`src/rtl/nand_ecc_pkg.sv`:
```
package nand_ecc_pkg;
  localparam int BUS_W     = 16;
  localparam int BYTE_W    = 8;
  localparam int OFF_W     = 4;
  localparam int WADR_W    = 12;
  localparam int LOC_W     = OFF_W + WADR_W;
  localparam int PBYTES    = 4;
  localparam int IDX_W     = $clog2(PBYTES);
  localparam int BASE_PAGE = 512;
  localparam int CNT_W     = 13;

  typedef enum logic [1:0] {
    SYN_CLEAN,
    SYN_DATA1,
    SYN_CODE1,
    SYN_MULTI
  } syn_kind_e;

  typedef struct packed {
    logic mul;
    logic par;
    logic rec;
  } ecc_flags_t;

  // XOR of the addresses of all set bits in one word
  function automatic logic [LOC_W-1:0] word_p_contrib(
    input logic [BUS_W-1:0]  d,
    input logic [WADR_W-1:0] widx
  );
    logic [OFF_W-1:0]  col;
    logic [WADR_W-1:0] row;
    col = '0;
    for (int b = 0; b < BUS_W; b++) begin
      if (d[b]) col = col ^ OFF_W'(b);
    end
    row = (^d) ? widx : '0;
    return {row, col};
  endfunction

  // XOR of the complemented addresses of all set bits in one word
  function automatic logic [LOC_W-1:0] word_n_contrib(
    input logic [BUS_W-1:0]  d,
    input logic [WADR_W-1:0] widx
  );
    return word_p_contrib(d, widx) ^ {LOC_W{^d}};
  endfunction

  function automatic syn_kind_e classify(
    input logic [LOC_W-1:0] sp,
    input logic [LOC_W-1:0] sn
  );
    if ({sp, sn} == '0)                 return SYN_CLEAN;
    else if ((sp ^ sn) == '1)           return SYN_DATA1;
    else if ($countones({sp, sn}) == 1) return SYN_CODE1;
    else                                return SYN_MULTI;
  endfunction
endpackage

```
`src/rtl/ecc_phase_ctr.sv`:
```
module ecc_phase_ctr
  import nand_ecc_pkg::*;
(
  input  logic              clk,
  input  logic              rst_n,
  input  logic              flush,
  input  logic              stb,
  input  logic              wide,
  input  logic [1:0]        size_sel,
  output logic              page_start,
  output logic              in_data,
  output logic              in_code,
  output logic [IDX_W-1:0]  code_idx,
  output logic              last_code,
  output logic [WADR_W-1:0] widx
);
  logic [CNT_W-1:0] cnt;
  logic [CNT_W-1:0] page_bytes;
  logic [CNT_W-1:0] total;
  logic [CNT_W-1:0] step;
  logic [CNT_W-1:0] nxt;
  logic [CNT_W-1:0] code_end;

  always_comb begin
    page_bytes = CNT_W'(BASE_PAGE) << size_sel;
    total      = page_bytes + (page_bytes >> 5);
    step       = wide ? CNT_W'(2) : CNT_W'(1);
    code_end   = page_bytes + CNT_W'(PBYTES);
    in_data    = cnt < page_bytes;
    in_code    = !in_data && (cnt < code_end);
    code_idx   = IDX_W'(cnt - page_bytes);
    last_code  = in_code && ((cnt + step) == code_end);
    page_start = stb && (cnt == '0);
    widx       = wide ? WADR_W'(cnt >> 1) : WADR_W'(cnt);
    nxt        = cnt + step;
  end

  always_ff @(posedge clk or negedge rst_n) begin
    if (!rst_n)      cnt <= '0;
    else if (flush)  cnt <= '0;
    else if (stb)    cnt <= (nxt >= total) ? '0 : nxt;
  end
endmodule

```
`src/rtl/ecc_par_accum.sv`:
```
module ecc_par_accum
  import nand_ecc_pkg::*;
(
  input  logic              clk,
  input  logic              rst_n,
  input  logic              flush,
  input  logic              fresh,
  input  logic              acc_en,
  input  logic              wide,
  input  logic [BUS_W-1:0]  data,
  input  logic [WADR_W-1:0] widx,
  output logic [LOC_W-1:0]  p_acc,
  output logic [LOC_W-1:0]  n_acc
);
  logic [BUS_W-1:0] dmask;
  logic [LOC_W-1:0] p_add, n_add, p_base, n_base;

  always_comb begin
    dmask  = wide ? data : {{(BUS_W-BYTE_W){1'b0}}, data[BYTE_W-1:0]};
    p_add  = word_p_contrib(dmask, widx);
    n_add  = word_n_contrib(dmask, widx);
    p_base = fresh ? '0 : p_acc;
    n_base = fresh ? '0 : n_acc;
  end

  always_ff @(posedge clk or negedge rst_n) begin
    if (!rst_n) begin
      p_acc <= '0;
      n_acc <= '0;
    end else if (flush) begin
      p_acc <= '0;
      n_acc <= '0;
    end else if (acc_en) begin
      p_acc <= p_base ^ p_add;
      n_acc <= n_base ^ n_add;
    end
  end
endmodule

```
`src/rtl/ecc_syn_eval.sv`:
```
module ecc_syn_eval
  import nand_ecc_pkg::*;
(
  input  logic              clk,
  input  logic              rst_n,
  input  logic              flush,
  input  logic              fresh,
  input  logic              cap_en,
  input  logic              wide,
  input  logic [IDX_W-1:0]  code_idx,
  input  logic [BUS_W-1:0]  data,
  input  logic              last_rd,
  input  logic [LOC_W-1:0]  p_acc,
  input  logic [LOC_W-1:0]  n_acc,
  output logic              eval_go,
  output logic              chk_valid,
  output ecc_flags_t        flags,
  output logic [LOC_W-1:0]  syn_p,
  output logic [LOC_W-1:0]  syn_n
);
  logic [PBYTES-1:0][BYTE_W-1:0] stored;
  logic [LOC_W-1:0] sp, sn;
  syn_kind_e        kind;
  logic [IDX_W-1:0] hi_idx;

  always_comb begin
    sp     = {stored[1], stored[0]} ^ p_acc;
    sn     = {stored[3], stored[2]} ^ n_acc;
    kind   = classify(sp, sn);
    hi_idx = code_idx + IDX_W'(1);
  end

  always_ff @(posedge clk or negedge rst_n) begin
    if (!rst_n) begin
      stored <= '0;
    end else if (cap_en) begin
      stored[code_idx] <= data[BYTE_W-1:0];
      if (wide) stored[hi_idx] <= data[BUS_W-1:BYTE_W];
    end
  end

  always_ff @(posedge clk or negedge rst_n) begin
    if (!rst_n)      eval_go <= 1'b0;
    else if (flush)  eval_go <= 1'b0;
    else             eval_go <= last_rd;
  end

  always_ff @(posedge clk or negedge rst_n) begin
    if (!rst_n) begin
      chk_valid <= 1'b0;
      flags     <= '0;
      syn_p     <= '0;
      syn_n     <= '0;
    end else if (flush || fresh) begin
      chk_valid <= 1'b0;
      flags     <= '0;
      syn_p     <= '0;
      syn_n     <= '0;
    end else if (eval_go) begin
      chk_valid <= 1'b1;
      flags.rec <= (kind != SYN_CLEAN);
      flags.par <= (kind == SYN_CODE1);
      flags.mul <= (kind == SYN_MULTI);
      syn_p     <= sp;
      syn_n     <= sn;
    end
  end
endmodule

```
`src/rtl/nand_page_ecc.sv`:
```
module nand_page_ecc
  import nand_ecc_pkg::*;
#(
  parameter int REG_AW = 3,
  parameter int REG_DW = 32
) (
  input  logic              clk,
  input  logic              rst_n,
  input  logic              reg_wr,
  input  logic [REG_AW-1:0] reg_addr,
  input  logic [REG_DW-1:0] reg_wdata,
  output logic [REG_DW-1:0] reg_rdata,
  input  logic              bus_stb,
  input  logic              bus_rd,
  input  logic [BUS_W-1:0]  bus_data
);
  localparam logic [REG_AW-1:0] A_CTRL = REG_AW'(0);
  localparam logic [REG_AW-1:0] A_MODE = REG_AW'(1);
  localparam logic [REG_AW-1:0] A_STAT = REG_AW'(2);
  localparam logic [REG_AW-1:0] A_PAR  = REG_AW'(3);
  localparam logic [REG_AW-1:0] A_NPAR = REG_AW'(4);
  localparam int WIDE_BIT = 4;

  logic [1:0]        size_sel;
  logic              wide;
  logic              clr_evt;
  logic              page_start, in_data, in_code, last_code;
  logic [IDX_W-1:0]  code_idx;
  logic [WADR_W-1:0] widx;
  logic              acc_en, cap_en, last_rd;
  logic [LOC_W-1:0]  p_acc, n_acc, syn_p, syn_n;
  logic              eval_go, chk_valid;
  ecc_flags_t        flags;
  logic              unused_wdata;

  assign unused_wdata = ^{reg_wdata[REG_DW-1:WIDE_BIT+1], reg_wdata[WIDE_BIT-1:2]};
  assign clr_evt = reg_wr && (reg_addr == A_CTRL) && reg_wdata[0];
  assign acc_en  = bus_stb && in_data;
  assign cap_en  = bus_stb && bus_rd && in_code;
  assign last_rd = bus_stb && bus_rd && last_code;

  always_ff @(posedge clk or negedge rst_n) begin
    if (!rst_n) begin
      size_sel <= '0;
      wide     <= 1'b0;
    end else if (reg_wr && (reg_addr == A_MODE)) begin
      size_sel <= reg_wdata[1:0];
      wide     <= reg_wdata[WIDE_BIT];
    end
  end

  ecc_phase_ctr u_phase (
    .clk(clk), .rst_n(rst_n), .flush(clr_evt), .stb(bus_stb),
    .wide(wide), .size_sel(size_sel), .page_start(page_start),
    .in_data(in_data), .in_code(in_code), .code_idx(code_idx),
    .last_code(last_code), .widx(widx)
  );

  ecc_par_accum u_accum (
    .clk(clk), .rst_n(rst_n), .flush(clr_evt), .fresh(page_start),
    .acc_en(acc_en), .wide(wide), .data(bus_data), .widx(widx),
    .p_acc(p_acc), .n_acc(n_acc)
  );

  ecc_syn_eval u_eval (
    .clk(clk), .rst_n(rst_n), .flush(clr_evt), .fresh(page_start),
    .cap_en(cap_en), .wide(wide), .code_idx(code_idx), .data(bus_data),
    .last_rd(last_rd), .p_acc(p_acc), .n_acc(n_acc), .eval_go(eval_go),
    .chk_valid(chk_valid), .flags(flags), .syn_p(syn_p), .syn_n(syn_n)
  );

  always_comb begin
    reg_rdata = '0;
    case (reg_addr)
      A_MODE: begin
        reg_rdata[1:0]      = size_sel;
        reg_rdata[WIDE_BIT] = wide;
      end
      A_STAT: reg_rdata[2:0]       = flags;
      A_PAR:  reg_rdata[LOC_W-1:0] = chk_valid ? syn_p : p_acc;
      A_NPAR: reg_rdata[LOC_W-1:0] = chk_valid ? syn_n : n_acc;
      default: reg_rdata = '0;
    endcase
  end
endmodule

```
`config.mk`:
```
export PLATFORM = sky130hd
export DESIGN_NAME = nand_page_ecc
export DESIGN_NICKNAME = d
export VERILOG_FILES = /design/src/rtl/nand_ecc_pkg.sv /design/src/rtl/ecc_phase_ctr.sv /design/src/rtl/ecc_par_accum.sv /design/src/rtl/ecc_syn_eval.sv /design/src/rtl/nand_page_ecc.sv
export SDC_FILE = /design/constraint.sdc
export NUM_CORES = 1
export LEC_CHECK = 0
export BUFFER_PORTS_ARGS = -buffer_cell sky130_fd_sc_hd__buf_2
export CELL_PAD_IN_SITES_DETAIL_PLACEMENT = 1
export CELL_PAD_IN_SITES_GLOBAL_PLACEMENT = 1
export CORE_MARGIN = 8
export CORE_UTILIZATION = 51
export CTS_CLUSTER_DIAMETER = 30
export DETAILED_ROUTE_END_ITERATION = 10
export PLACE_DENSITY = 0.87
export SYNTH_ARGS = -nofsm -noshare
export SYNTH_HDL_FRONTEND = slang
export SYNTH_HIERARCHICAL = 1
export SYNTH_SLANG_ARGS = --single-unit
```
`constraint.sdc`:
```
create_clock -name clk -period 15.35 [get_ports clk]
set_input_delay 1.535 -clock clk [delete_from_list [all_inputs] [get_ports clk]]
set_output_delay 1.535 -clock clk [all_outputs]
set_load 0.02 [all_outputs]
```
==> results.cfg <==
[clocking]
cts.sinks = 117
ctsRootBufferMaster = clkbuf_16
cts_max_path_buffers = 2
h-tree-depth = 4
cts_resized = 0
clkTransAtPathRegs_ns = 0.05
clock_latency_ns = 0.43
cts_tree = yes
post-cts-setup-buffers = 0
cts-buffers-inserted = 17
cts_hold_buf = 0

[worst_setup_path]
crit_top_cell = fa_1
crit_slowest_cell = fa_1
timing.rr.start = u_accum/n_acc[8]$_DFFE_PN0P_
startpoint_type = flip-flop
end_kind = flip-flop
arrival_ns = 7.27
path_cells = xor2_1 > fa_1 > fa_1 > inv_1 > fa_1 > inv_1 > ha_1 > fa_1 > inv_1 > fa_1 > fa_1 > inv_1 > fa_1 > ha_1 > inv_1 > fa_1 > a211oi_1 > nand4_1 > or3_1 > o31ai_1
crit_type = reg2reg
crit_required_ns = 15.66
slowest_delay_ns = 0.55
cp_max_fo = 4
crit_start = u_accum/n_acc[8]$_DFFE_PN0P_

[placement]
place_area_mm2 = 0.00901
dp_hpwl_um = 19900
gp_congestion = 0.903
portBuffers = 42

[layout]
final_nets = 1039
area_delta_synth_final_pct = 10.4
n_antenna_cell = 0
layout-drive-gt1-share = 0.132
final_util = 0.568
design_area_mm2 = 0.00968

[drt]
drc = 0
vias = 7579
drtPass1Iterations = 5
wl_per_cell_um = 25.4
dr.first_iter.drc_count = 652
avgViaCountPerCell = 6.57
ant_nets = 0
drt_wl_total_um = 29300

[yosys]
synthMostInstantiatedCell = dfrtp_1
synth_compound_area_frac = 0.175
postSynth.asyncResetShare = 1.00
synthTopCellsByCount = 117 x dfrtp_1, 68 x a21oi_1, 59 x nand2_1, 55 x nor2_1, 46 x mux2i_1
synth_edf_count = 0
synthAdderAreaFrac = 0.116
syn_inst = 902
yosysTopAreaCell = dfrtp_1
avgSynthCellArea_um2 = 9.72
ys_dominant_reg_cell = dfrtp_1
synth_area_leaders = dfrtp_1 33%, ha_1 6.1%, fa_1 5.5%, mux2i_1 5.3%, xor2_1 4.3%
synth-xor-area-share = 0.104
synthMuxAreaShare = 0.0692
synth_area_mm2 = 0.00877
ys_types = 70
synth_top_family_by_area = compound AO/OA/AOI/OAI gates
yosys_warnings = 6
yosysTopAreaCellShare = 0.334
synth_seq_cells = 117
yosysSeqAreaShare = 0.334
synth_simple_gate_area_frac = 0.137

[floorplanning]
die_area_mm2 = 0.0216
io_pins = 88
core_region_area_mm2 = 0.0171
start_util = 0.514
std_cell_rows = 48
dieWidth_um = 147
fp.dieH_um = 147

[run]
maxCapViolations = 0

[outcome]
status = complete, no violations

[timing]
setup_viol = 0
skew_ns = 0.0135
relSlewSlack = 0.213
period_needed_ns = 6.96
slew_violations = 0
finalSetupTns_ns = 0
fmax_mhz = 144
final_hold_viol_count = 0
fin_crit_sh = 0.454
rsz0062_at_grt = false
worst_pin_slew_ns = 1.18

[grt]
first_global_vias = 7979
antenna_found_initial = 0
grt_max_degree = 78
track_usage = 0.275
grt_overflow = 0
grt_pass1_wl_um = 46200

[min_path]
min_from = u_eval/flags[0]$_DFFE_PN0P_
hp-class = reg2reg
-- area by class of cell --
class	instances	area, µm²
Inverter	46	173
Fill cell	1891	7370
Tap cell	225	282
Sequential cell	117	2930
Timing Repair Buffer	51	280
Clock inverter	12	226
Clock buffer	20	447
Multi-Input combinational cell	683	5350
-- routing by layer --
metal / wire [µm] / GRT usage / vias up
li1: - / - / 3247
met1: 12100 / 0.350 / 3890
met2: 14000 / 0.437 / 362
met3: 2160 / 0.0572 / 80
met4: 1060 / 0.132 / 0
met5: 0 / 0 / -
-- registers in the layout, indices dropped and copies added, names as in the netlist --
register	count
u_eval/stored	32
u_eval/eval_go	1
u_phase/cnt	13
u_eval/syn_p	16
u_eval/syn_n	16
u_accum/p_acc	16
u_eval/flags	3
size_sel	2
u_accum/n_acc	16
wide	1
u_eval/chk_valid	1
-- metrics by stage --
step	worst slack, ns	instances	hold WS (ns)
finish	8.39	1154	0.488
global route	8.18	1154	0.516
CTS	8.42	1154	0.486
detailed placement	8.70	1122	0.473
global placement	8.81	1122	0.460
floorplan	9.23	917	0.446
-- cells in the final DEF, fill, tap and decap left out, drive strengths merged, types with 11 or more instances in the layout --
master | synthesis | layout
nor3b | 11 | 11
ha | 43 | 43
nand2 | 59 | 59
nand4 | 12 | 12
mux2i | 46 | 46
mux2 | 13 | 13
dfrtp | 117 | 117
nand3 | 23 | 23
clkbuf | 37 | 20
buf | 34 | 51
nor4b | 15 | 15
conb | 1 | 16
xnor2 | 34 | 34
xor2 | 52 | 52
a21oi | 68 | 68
fa | 24 | 24
a311o | 11 | 11
o22ai | 45 | 45
o21ai | 25 | 25
nor2 | 55 | 55
o311ai | 12 | 12
inv | 45 | 45
a22o | 20 | 20
-- cell families (layout without fill, tap and decap cells) --
family / after synthesis / count (layout)
AO/OA/AOI/OAI: 227 / 227
AND/OR/NAND/NOR: 225 / 225
flip-flops: 117 / 117
buffers and inverters: 117 / 129
XOR/XNOR: 89 / 89
adder cells (fa/ha/maj): 67 / 67
multiplexers: 59 / 59
other: 1 / 16
-- worst max-delay path, delay by kind of cell, from the launching register on --
| family | cells | cell delay (ns) |
|---|---|---|
| AO/OA/AOI/OAI | 2 | 0.59 |
| XOR/XNOR | 1 | 0.42 |
| adder cells (fa/ha/maj) | 10 | 4.49 |
| buffers and inverters | 5 | 0.31 |
| flip-flops | 1 | 0.46 |
| AND/OR/NAND/NOR | 2 | 0.59 |
-- final timing paths --
check                                               end  slack (ns)  cells past startpoint
setup / recovery            u_eval/flags[1]$_DFFE_PN0P_        8.39                     20
max in group asynchronous  u_eval/chk_valid$_DFFE_PN0P_       12.74                      2
hold / removal              u_eval/flags[0]$_DFFE_PN0P_        0.49                      2
setup reg to reg            u_eval/flags[1]$_DFFE_PN0P_        8.39                     20
min in group asynchronous  u_accum/p_acc[3]$_DFFE_PN0P_        1.10                      1
hold reg to reg             u_eval/flags[0]$_DFFE_PN0P_        0.49                      2
Power is not shown: default switching activity piles up to over one toggle a cycle in this logic, so the estimate is an artifact.
